## src/rtl/xfer_pkg.sv

```systemverilog
package xfer_pkg;

  typedef enum logic [3:0] {
    S_IDLE,
    S_PLAN,
    S_TX_WAIT,
    S_TX_SETUP,
    S_TX_ACK,
    S_TX_REL,
    S_RX_ISSUE,
    S_RX_ACK,
    S_RX_SETTLE,
    S_RX_REL,
    S_GAP,
    S_DONE
  } xfer_state_e;

  // Round a nanosecond interval up to whole clock cycles.
  function automatic int unsigned ns_to_cycles(int unsigned mhz, int unsigned ns);
    return (mhz * ns + 999) / 1000;
  endfunction

endpackage

```

## src/rtl/xfer_delay.sv

```systemverilog
module xfer_delay #(
  parameter int unsigned CYCLES = 1
) (
  input  logic clk,
  input  logic rst_n,
  input  logic load,
  output logic fin
);
  localparam int unsigned LOADV = (CYCLES < 1) ? 1 : CYCLES;
  localparam int CW = $clog2(LOADV + 1);

  logic [CW-1:0] cnt;

  always_ff @(posedge clk) begin
    if (!rst_n)          cnt <= '0;
    else if (load)       cnt <= CW'(LOADV);
    else if (cnt != '0)  cnt <= cnt - 1'b1;
  end

  // fin is seen on the LOADV-th edge after the load edge
  assign fin = (cnt == CW'(1));

  // A new interval only begins once the previous one has run out.
  assert_reload_idle_R2: assert property (@(posedge clk) disable iff (!rst_n)
    load |-> (cnt == '0));

endmodule

```

## src/rtl/xfer_burst_plan.sv

```systemverilog
module xfer_burst_plan #(
  parameter int CNT_W   = 16,
  parameter int SHIFT_W = $clog2(CNT_W)
) (
  input  logic [CNT_W-1:0]   remaining,
  input  logic [SHIFT_W-1:0] shift,
  output logic [CNT_W-1:0]   len
);
  logic [CNT_W-1:0] sector;
  logic [CNT_W-1:0] share;
  logic [CNT_W-1:0] whole;

  always_comb begin
    sector = CNT_W'(1) << shift;
    share  = remaining >> 3;
    whole  = share & ~(sector - 1'b1);
    if (whole < sector)    whole = sector;
    if (whole > remaining) whole = remaining;
    len = whole;
  end

  // Every burst except a short tail is a nonzero whole number of sectors.
  always_comb begin
    if (remaining != '0) begin
      assert_whole_sectors_R7: assert ((len == remaining) ||
        ((len != '0) && ((len & (sector - 1'b1)) == '0)));
    end
  end

endmodule

```

## src/rtl/scsi_async_xfer.sv

```systemverilog
module scsi_async_xfer #(
  parameter int unsigned CLK_MHZ  = 200,
  parameter int unsigned SETUP_NS = 100,
  parameter int unsigned GAP_CYC  = 4,
  parameter int          CNT_W    = 16,
  localparam int         SHIFT_W  = $clog2(CNT_W)
) (
  input  logic               clk,
  input  logic               rst_n,
  input  logic               start,
  input  logic               rx_mode,
  input  logic [CNT_W-1:0]   xfer_count,
  input  logic [SHIFT_W-1:0] sector_shift,
  input  logic               abort,
  input  logic               ack_in,
  input  logic [7:0]         tx_data,
  input  logic               tx_valid,
  output logic               tx_ready,
  output logic [7:0]         rx_data,
  output logic               rx_valid,
  input  logic [7:0]         db_in,
  output logic [7:0]         db_out,
  output logic               db_oe,
  output logic               req_out,
  output logic               burst_start,
  output logic [CNT_W-1:0]   burst_len,
  output logic               done,
  output logic [CNT_W-1:0]   bytes_done
);
  import xfer_pkg::*;

  localparam int unsigned SETUP_CYC = ns_to_cycles(CLK_MHZ, SETUP_NS);
  localparam int AGE_W = $clog2(SETUP_CYC + 1) + 1;

  xfer_state_e        state;
  logic [CNT_W-1:0]   remaining;
  logic [CNT_W-1:0]   burst_left;
  logic [CNT_W-1:0]   plan_len;
  logic [SHIFT_W-1:0] shift_q;
  logic               dir_q;
  logic               setup_fin, gap_fin;
  logic               load_setup, load_gap;
  logic               byte_end, last_byte, burst_last;
  logic               active;

  xfer_burst_plan #(.CNT_W(CNT_W), .SHIFT_W(SHIFT_W)) u_plan (
    .remaining (remaining),
    .shift     (shift_q),
    .len       (plan_len)
  );

  xfer_delay #(.CYCLES(SETUP_CYC)) u_setup (
    .clk (clk), .rst_n (rst_n), .load (load_setup), .fin (setup_fin)
  );

  xfer_delay #(.CYCLES(GAP_CYC)) u_gap (
    .clk (clk), .rst_n (rst_n), .load (load_gap), .fin (gap_fin)
  );

  assign active     = (state != S_IDLE) && (state != S_DONE);
  assign last_byte  = (remaining == CNT_W'(1));
  assign burst_last = (burst_left == CNT_W'(1));
  assign byte_end   = ((state == S_TX_REL) || (state == S_RX_REL)) && !ack_in && !abort;
  assign load_setup = !abort && (((state == S_TX_WAIT) && tx_valid) ||
                                 ((state == S_RX_ACK) && ack_in));
  assign load_gap   = byte_end && !last_byte && burst_last;
  assign tx_ready   = (state == S_TX_WAIT) && !abort;
  assign done       = (state == S_DONE);

  always_ff @(posedge clk) begin
    if (!rst_n) begin
      state       <= S_IDLE;
      remaining   <= '0;
      burst_left  <= '0;
      shift_q     <= '0;
      dir_q       <= 1'b0;
      bytes_done  <= '0;
      req_out     <= 1'b0;
      db_oe       <= 1'b0;
      db_out      <= '0;
      rx_data     <= '0;
      rx_valid    <= 1'b0;
      burst_start <= 1'b0;
      burst_len   <= '0;
    end else begin
      rx_valid    <= 1'b0;
      burst_start <= 1'b0;
      if (abort && active) begin
        req_out <= 1'b0;
        db_oe   <= 1'b0;
        state   <= S_DONE;
      end else begin
        case (state)
          S_IDLE: if (start) begin
            bytes_done <= '0;
            dir_q      <= rx_mode;
            shift_q    <= sector_shift;
            remaining  <= xfer_count;
            state      <= (xfer_count == '0) ? S_DONE : S_PLAN;
          end
          S_PLAN: begin
            burst_left  <= plan_len;
            burst_len   <= plan_len;
            burst_start <= 1'b1;
            state       <= dir_q ? S_RX_ISSUE : S_TX_WAIT;
          end
          S_TX_WAIT: if (tx_valid) begin
            db_out <= tx_data;
            db_oe  <= 1'b1;
            state  <= S_TX_SETUP;
          end
          S_TX_SETUP: if (setup_fin) begin
            req_out <= 1'b1;
            state   <= S_TX_ACK;
          end
          S_TX_ACK: if (ack_in) begin
            req_out <= 1'b0;
            db_oe   <= 1'b0;
            db_out  <= '0;
            state   <= S_TX_REL;
          end
          S_RX_ISSUE: begin
            req_out <= 1'b1;
            state   <= S_RX_ACK;
          end
          S_RX_ACK: if (ack_in) state <= S_RX_SETTLE;
          S_RX_SETTLE: if (setup_fin) begin
            rx_data  <= db_in;
            rx_valid <= 1'b1;
            req_out  <= 1'b0;
            state    <= S_RX_REL;
          end
          S_TX_REL, S_RX_REL: if (!ack_in) begin
            bytes_done <= bytes_done + 1'b1;
            remaining  <= remaining - 1'b1;
            burst_left <= burst_left - 1'b1;
            if (last_byte)       state <= S_DONE;
            else if (burst_last) state <= S_GAP;
            else                 state <= dir_q ? S_RX_ISSUE : S_TX_WAIT;
          end
          S_GAP:  if (gap_fin) state <= S_PLAN;
          S_DONE: state <= S_IDLE;
          default: state <= S_IDLE;
        endcase
      end
    end
  end

  // Independent age of the driven bus, for the setup check.
  logic [AGE_W-1:0] oe_age;
  always_ff @(posedge clk) begin
    if (!rst_n || !db_oe)                 oe_age <= '0;
    else if (oe_age != AGE_W'(SETUP_CYC)) oe_age <= oe_age + 1'b1;
  end

  assert_setup_before_req_R2: assert property (@(posedge clk) disable iff (!rst_n)
    ($rose(req_out) && db_oe) |-> (oe_age >= AGE_W'(SETUP_CYC)));

  assert_release_pair_R3: assert property (@(posedge clk) disable iff (!rst_n)
    (req_out && db_oe && ack_in) |=> (!req_out && !db_oe));

  assert_rx_strobe_R4: assert property (@(posedge clk) disable iff (!rst_n)
    rx_valid |=> !rx_valid);

  assert_wait_release_R5: assert property (@(posedge clk) disable iff (!rst_n)
    (ack_in && !req_out) |=> !req_out);

  assert_stall_no_req_R6: assert property (@(posedge clk) disable iff (!rst_n)
    (tx_ready && !tx_valid) |=> !req_out);

  assert_done_single_R8: assert property (@(posedge clk) disable iff (!rst_n)
    done |=> !done);

  assert_abort_quiet_R9: assert property (@(posedge clk) disable iff (!rst_n)
    abort |=> (!req_out && !db_oe));

endmodule

```

## config.mk

```make
export PLATFORM = sky130hd
export DESIGN_NAME = scsi_async_xfer
export DESIGN_NICKNAME = d
export VERILOG_FILES = /design/src/rtl/xfer_pkg.sv /design/src/rtl/xfer_delay.sv /design/src/rtl/xfer_burst_plan.sv /design/src/rtl/scsi_async_xfer.sv
export SDC_FILE = /design/constraint.sdc
export NUM_CORES = 1
export LEC_CHECK = 0
export ABC_AREA = 1
export BUFFER_PORTS_ARGS = -buffer_cell sky130_fd_sc_hd__buf_2
export CORE_AREA = 2 2 110 112
export CTS_CLUSTER_SIZE = 20
export DETAILED_ROUTE_END_ITERATION = 8
export DIE_AREA = 0 0 112 114
export PLACE_DENSITY = 0.91
export SETUP_SLACK_MARGIN = 0.02
export SLEW_MARGIN = 20
export SYNTH_ARGS = -nofsm -noshare
export SYNTH_HDL_FRONTEND = slang
export SYNTH_SLANG_ARGS = --single-unit
```

## constraint.sdc

```tcl
create_clock -name clk -period 4.05 [get_ports clk]
set_input_delay 0.405 -clock clk [delete_from_list [all_inputs] [get_ports clk]]
set_output_delay 0.405 -clock clk [all_outputs]
set_load 0.1 [all_outputs]
```

==> flow_summary.toml, run 1 <==
[global_route]
antenna_found_initial = 0
track_usage = 0.301
grt_pass1_wl_um = 31200
grt-ovfl-total = 0
grt_pass1_vias = 6706
grt_max_degree = 50

[flow_run]
cap_violations = 0

[logic_synthesis]
synth_cell_types = 47
yosys_warnings = 0
async_flop_share = 0
syn_area_per_cell_um2 = 6.39
ys_seq_area_frac = 0.307
syn-num-nets = 1103
synthFlopType = "dfxtp_1"
synth_seq_cells = 101
syn_inst = 1032
synth_edf_count = 0
syn-cell-area_um2 = 6590

[clock_network]
htree_levels = 3
cts_buffer_depth = 2
cts_tree = "done"
clock_sinks = 101
holdBufCountCts = 0
clk_latency_ns = 0.37
clkTransAtPathRegs_ns = 0.07
cts-root-buf = "clkbuf_16"
numCtsBuffers = 9

[placement]
dp_hpwl_um = 14000
port_buffers = 96
gp_congestion = 1.00

[sta]
drv_slew = 0
max_freq_ghz = 0.257
setup_tns_ns = 0
rsz0062_at_grt = "yes"
tightest_slew_ns = 0.627
post-route-period-util = 0.959
finalClockSkew_ns = 0.0108
fin_crit_ns = 3.88
finalSetupViolations = 0
finalHoldViolations = 0
maxSlewHeadroom = 0.582

[layout]
nFillCells = 1059
syn_to_final_growth_pct = 17.2
antenna_cells = 0
layout-drive-gt1-share = 0.183
nets = 1196

[die]
io_pins = 97
start_util = 0.563
fp.dieW_um = 112
chipHeight_um = 114
core-area_um2 = 11700
rows = 40
die-area_um2 = 12800

[route]
dr.pass1.iters = 6
remaining_drc_errors = 0
vias = 7284
initialDrtViolationCount = 602
vias_per_cell = 5.70
wl_per_cell_um = 14.9
ant_nets = 0
drt-total-wl_um = 19100

[worst_hold_path]
worstHoldEndpoint = "rx_data[3]"
holdCritStartpoint = "db_in[3]"
min_path_type = "in -> reg"
min_path_cells = 3

[critical_path]
required_ns = 4.34
critical_path_class = "reg -> reg"
cp_max_fo = 10
reg2reg_from = "shift_q[1]"
r2r_setup_slack_ns = 0.17
crit_path_start_kind = "flop"
rr_worst_depth = 26
end_kind = "flop"
worstPathArrival_ns = 4.17
regToRegEndpoint = "burst_left[3]"

[status]
outcome = "finished, final reports clean"
[sequential cells by signal, indices dropped and copies added, names as in the netlist, 5 cells and up]
signal and cells:
rx_data 8, burst_left 16, u_setup.cnt 5, burst_len 16, bytes_done 16, db_out 8
remaining 16
[final cells by class]
class                   instances  area [µm²]  area share
multi-input cells             756        4050       0.523
repair buffers                118         657      0.0850
clock buffers                   9         225      0.0291
clock inverters                 7        53.8     0.00696
flip-flops and latches        101        2030       0.263
repair inverters                1        7.51    0.000971
inverters                     138         526      0.0680
well taps                     147         184      0.0238
[cell families after synthesis]
kind of cell,count (synthesis),synth area share
and+or+nand+nor,506,0.338
buffers and inverters,175,0.105
xor gates and xnor gates,14,0.0186
AOI/OAI and AO/OA,208,0.179
DFF,101,0.307
adders and majority gates,28,0.0531
[layout by cell type (no fill, tap or decap), types with 18 or more instances in the layout]
cell type  synthesis  routed
a21oi_1           88      86
o21ai_0           65      59
nand3_1           82      77
dfxtp_1          101      97
buf_2              4      96
nor3_1            20      18
nor2_1           132     129
ha_1              28      23
nand2_1          211     207
buf_4              3      19
inv_1            128     127
[routing by layer]
metal / part of all wire / global-route usage
met5: 0 / 0
met4: 0.041 / 0.128
met2: 0.46 / 0.498
met1: 0.41 / 0.377
met3: 0.091 / 0.0717
[metrics by stage]
stage | hold WS (ns) | std cells | setup WS [ns] | utilization | instance area (µm²)
after global routing | 0.283 | 1277 | -0.0642 | 0.660 | 7730
after CTS | 0.267 | 1272 | 0.0263 | 0.641 | 7510
after global placement | 0.447 | 1256 | 0.0867 | 0.617 | 7230
after detailed placement | 0.450 | 1256 | -0.0159 | 0.617 | 7230
after floorplan | 0.445 | 1032 | 0.382 | - | 6590
final | 0.269 | 1277 | 0.165 | 0.660 | 7730
[how the worst max path moves through the flow]
stage	startpoint	end	slack [ns]	depth (start not counted)
finish	shift_q[1]	burst_left[3]	0.17	26
global route	shift_q[1]	burst_len[3]	-0.06	29
CTS	shift_q[1]	burst_left[7]	0.03	26
detailed placement	shift_q[1]	burst_left[9]	-0.02	26
global placement	shift_q[2]	burst_left[9]	0.09	29
floorplan	shift_q[1]	burst_len[0]	0.38	31
[synthesized netlist by cell type (2+ instances only)]
cell type | n | share of area
and2_1 | 12 | 0.011
nor3_2 | 4 | 0.0061
buf_1 | 3 | 0.0017
dfxtp_1 | 101 | 0.31
o21ai_1 | 4 | 0.0030
ha_1 | 28 | 0.053
buf_4 | 3 | 0.0034
nor2_1 | 132 | 0.075
nor2_4 | 2 | 0.0034
nor2_2 | 10 | 0.0095
nand4_1 | 14 | 0.013
nand3_1 | 82 | 0.062
nand3_2 | 3 | 0.0046
a21oi_4 | 2 | 0.0049
a221oi_1 | 2 | 0.0027
xor2_1 | 10 | 0.013
a211oi_1 | 12 | 0.014
buf_2 | 4 | 0.0030
clkbuf_1 | 25 | 0.014
o31ai_1 | 2 | 0.0023
buf_6 | 2 | 0.0034
nor3_1 | 20 | 0.015
inv_1 | 128 | 0.073
or2_2 | 2 | 0.0019
a31oi_1 | 11 | 0.010
inv_2 | 8 | 0.0046
a21oi_1 | 88 | 0.067
nor4_1 | 5 | 0.0047
o21ai_0 | 65 | 0.049
nand2_1 | 211 | 0.12
o211ai_1 | 14 | 0.016
xnor2_1 | 4 | 0.0053
nand2_2 | 5 | 0.0047
[worst max-delay path, stage by stage (launching register included)]
cell     delay (ns)
dfxtp_4        0.40
inv_4          0.06
nand2_1        0.12
nor2_2         0.05
inv_1          0.07
ha_2           0.24
nand3_2        0.15
nor2_2         0.15
nor2_2         0.06
nor2_2         0.17
and3_4         0.23
nand2_4        0.08
nand2_4        0.10
buf_6          0.13
nand2_1        0.06
and2_1         0.13
ha_1           0.32
a21oi_2        0.18
o21ai_2        0.09
a41oi_2        0.22
nand2_2        0.10
nand2_4        0.11
buf_6          0.16
nand3_1        0.13
nand3_2        0.11
nand2_1        0.06
a21oi_1        0.12
[what timing repair did]
item                                   CTS  global route
setup buffers                            0             3
gates cloned                             0             2
setup endpoints to repair               23            32
pin swaps                                0             8
endpoints found under the hold margin    0             0
gates resized for setup                  4            46
Power of run 1 is left out: the tool's default activity adds up to more than one toggle a clock period on the data nets, which glitch-free logic cannot reach.
==> run 2, diff against run 1 <==
--- a/config.mk
+++ b/config.mk
@@ -7,13 +7,15 @@
 export LEC_CHECK = 0
 export ABC_AREA = 1
 export BUFFER_PORTS_ARGS = -buffer_cell sky130_fd_sc_hd__buf_2
-export CORE_AREA = 2 2 110 112
+export CORE_AREA = 2 2 113 115
 export CTS_CLUSTER_SIZE = 20
 export DETAILED_ROUTE_END_ITERATION = 8
-export DIE_AREA = 0 0 112 114
+export DIE_AREA = 0 0 115 117
 export PLACE_DENSITY = 0.91
 export SETUP_SLACK_MARGIN = 0.02
 export SLEW_MARGIN = 20
 export SYNTH_ARGS = -nofsm -noshare
 export SYNTH_HDL_FRONTEND = slang
+export SYNTH_HIERARCHICAL = 1
 export SYNTH_SLANG_ARGS = --single-unit
+export TNS_END_PERCENT = 20
==> constraint.sdc (replaced) <==
create_clock -name clk -period 4.4 [get_ports clk]
set_input_delay 0.44 -clock clk [delete_from_list [all_inputs] [get_ports clk]]
set_output_delay 0.44 -clock clk [all_outputs]
set_load 0.1 [all_outputs]
==> flow_summary.toml, run 2 <==
[layout]
nets = 1348
final_cell_mix = "nand2_1 (308), nor2_1 (222), inv_1 (118)"
syn_to_final_growth_pct = 14.0
antenna_cells = 0
final_common_cell = "nand2_1"
nFillCells = 1128
layout-drive-gt1-share = 0.149

[sta]
finalHoldViolations = 0
max_freq_ghz = 0.246
finalSetupViolations = 0
maxSlewHeadroom = 0.475
timing.hold.ws_ns = 0.335
fin_crit_ns = 4.06
post-route-period-util = 0.923
finalClockSkew_ns = 0.0102
tightest_slew_ns = 0.786
drv_slew = 0
fin_ws_ns = 0.341

[logic_synthesis]
async_flop_share = 0
synth_cell_types = 41
synth_most_common_cell = "nand2_1"
synth_edf_count = 0
synthFlopType = "dfxtp_1"
syn-cell-area_um2 = 7050
syn_area_per_cell_um2 = 5.98
ys_seq_area_frac = 0.287
synth_top_area_share = 0.287
yosys-top-cells-count = "nand2_1 (312), nor2_1 (223), inv_1 (119)"
yosys_warnings = 6
yosysTopAreaCell = "dfxtp_1"
synth_seq_cells = 101
syn-num-nets = 1251
synth_area_leaders = "dfxtp_1 (29%), nand2_1 (17%), nor2_1 (12%)"
syn_inst = 1178

[status]
outcome = "finished, final reports clean"

[critical_path]
critical_path_class = "reg -> reg"
cp_max_fo = 7
r2r_setup_slack_ns = 0.34
worstPathArrival_ns = 4.27
crit_slowest_cell = "dfxtp_4"
crit_buf_inv = 5
regToRegEndpoint = "burst_left[7]"
cpLargestDelayFamily = "simple AND/OR/NAND/NOR gates"
reg2reg_from = "shift_q[3]"
end_kind = "flop"
cpMostUsedCell = "nand2_1"
required_ns = 4.62
rr_worst_depth = 28
critPathMaxStageDelay_ns = 0.38
crit_path_start_kind = "flop"

[clock_network]
clkTransAtPathRegs_ns = 0.06
cts-root-buf = "clkbuf_16"
numCtsBuffers = 9
cts_tree = "done"
cts_buffer_depth = 2
holdBufCountCts = 0
htree_levels = 3
clock_sinks = 101
clk_latency_ns = 0.36

[route]
initialDrtViolationCount = 789
remaining_drc_errors = 0
wl_per_cell_um = 14.2
drt-total-wl_um = 20400
vias_per_cell = 5.54
dr.pass1.iters = 6
vias = 7922
ant_nets = 0

[die]
io_pins = 97
chipHeight_um = 117
fp.dieW_um = 115
die-area_um2 = 13500
rows = 41
start_util = 0.572
core-area_um2 = 12300

[worst_hold_path]
worstHoldEndpoint = "rx_data[5]"
min_path_cells = 3
min_path_type = "in -> reg"
holdCritStartpoint = "db_in[5]"

[placement]
dp_hpwl_um = 14700
gp_congestion = 1.08
pre_cts_ws_ns = 0.0487
port_buffers = 96

[global_route]
grt_pass1_wl_um = 32100
antenna_found_initial = 0
grt_max_degree = 48
grt_pass1_vias = 6802
track_usage = 0.299
grt-ovfl-total = 0

[flow_run]
cap_violations = 0
[run 2: cell types whose count changed in the layout (fill, tap and decap cells not counted), sizes merged, moves of 4 or more]
cell	delta
nand2	+105
nor2	+88
a21oi	-20
nand3	+17
o211ai	-12
a31oi	-11
a211oi	-10
nor3	-7
inv	-6
o21ai	+5
clkbuf	+4
[run 2: stage by stage]
| step | utilization | cells | setup TNS [ns] | cell area (µm²) |
|---|---|---|---|---|
| finish | 0.653 | 1430 | 0 | 8040 |
| global route | 0.653 | 1430 | -0.131 | 8040 |
| CTS | 0.640 | 1418 | 0 | 7890 |
| detailed placement | 0.618 | 1402 | 0 | 7610 |
| global placement | 0.618 | 1402 | 0 | 7610 |
| floorplan | - | 1178 | 0 | 7050 |
[run 2: metal layers]
layer  routed length, µm  global-route usage  share of wire  vias to the layer above
met5                   0                   0              0                        -
met4                 677               0.117          0.033                        0
met3                1920              0.0577          0.094                       57
met2                8950               0.484           0.44                      396
met1                8810               0.396           0.43                     3530
li1                    -                   -              -                     3939
[run 2: layout make-up]
cell class | instances | area, µm² | area share
repair buffers | 119 | 657 | 0.0818
clock inverters | 3 | 18.8 | 0.00234
clock buffers | 13 | 260 | 0.0324
inverters | 139 | 528 | 0.0657
well taps | 150 | 188 | 0.0234
multi-input cells | 904 | 4340 | 0.540
repair inverters | 1 | 7.51 | 0.000934
flip-flops and latches | 101 | 2030 | 0.253
[run 2: what timing repair did]
item | 4_1_cts | 5_1_grt
setup endpoints to repair | 0 | 32
gates resized for setup | 0 | 24
buffers inserted | 0 | 9
[run 2: how the worst max path moves through the flow]
stage,depth (start not counted),endpoint,startpoint
finish,28,burst_left[7],shift_q[3]
global route,30,burst_left[3],shift_q[0]
CTS,28,burst_left[13],shift_q[3]
detailed placement,28,burst_left[13],shift_q[3]
global placement,28,burst_left[13],shift_q[3]
floorplan,33,burst_left[3],shift_q[3]
[run 2: kinds of logic (layout without fill, tap and decap cells)]
logic type / Yosys count / in the layout / share of synthesized area
xor+xnor: 14 / 14 / 0.0174
mux: 1 / 1 / 0.00142
flops: 101 / 101 / 0.287
simple gates: 700 / 702 / 0.417
fa+ha+maj: 30 / 30 / 0.0533
compound gates: 157 / 157 / 0.119
buf+inv: 175 / 275 / 0.105
[run 2: worst min-delay path: stages]
cell,delay [ns]
buf_2,0.07
o21ai_0,0.07
nor2_1,0.08
Power of run 2 is left out for the same reason.
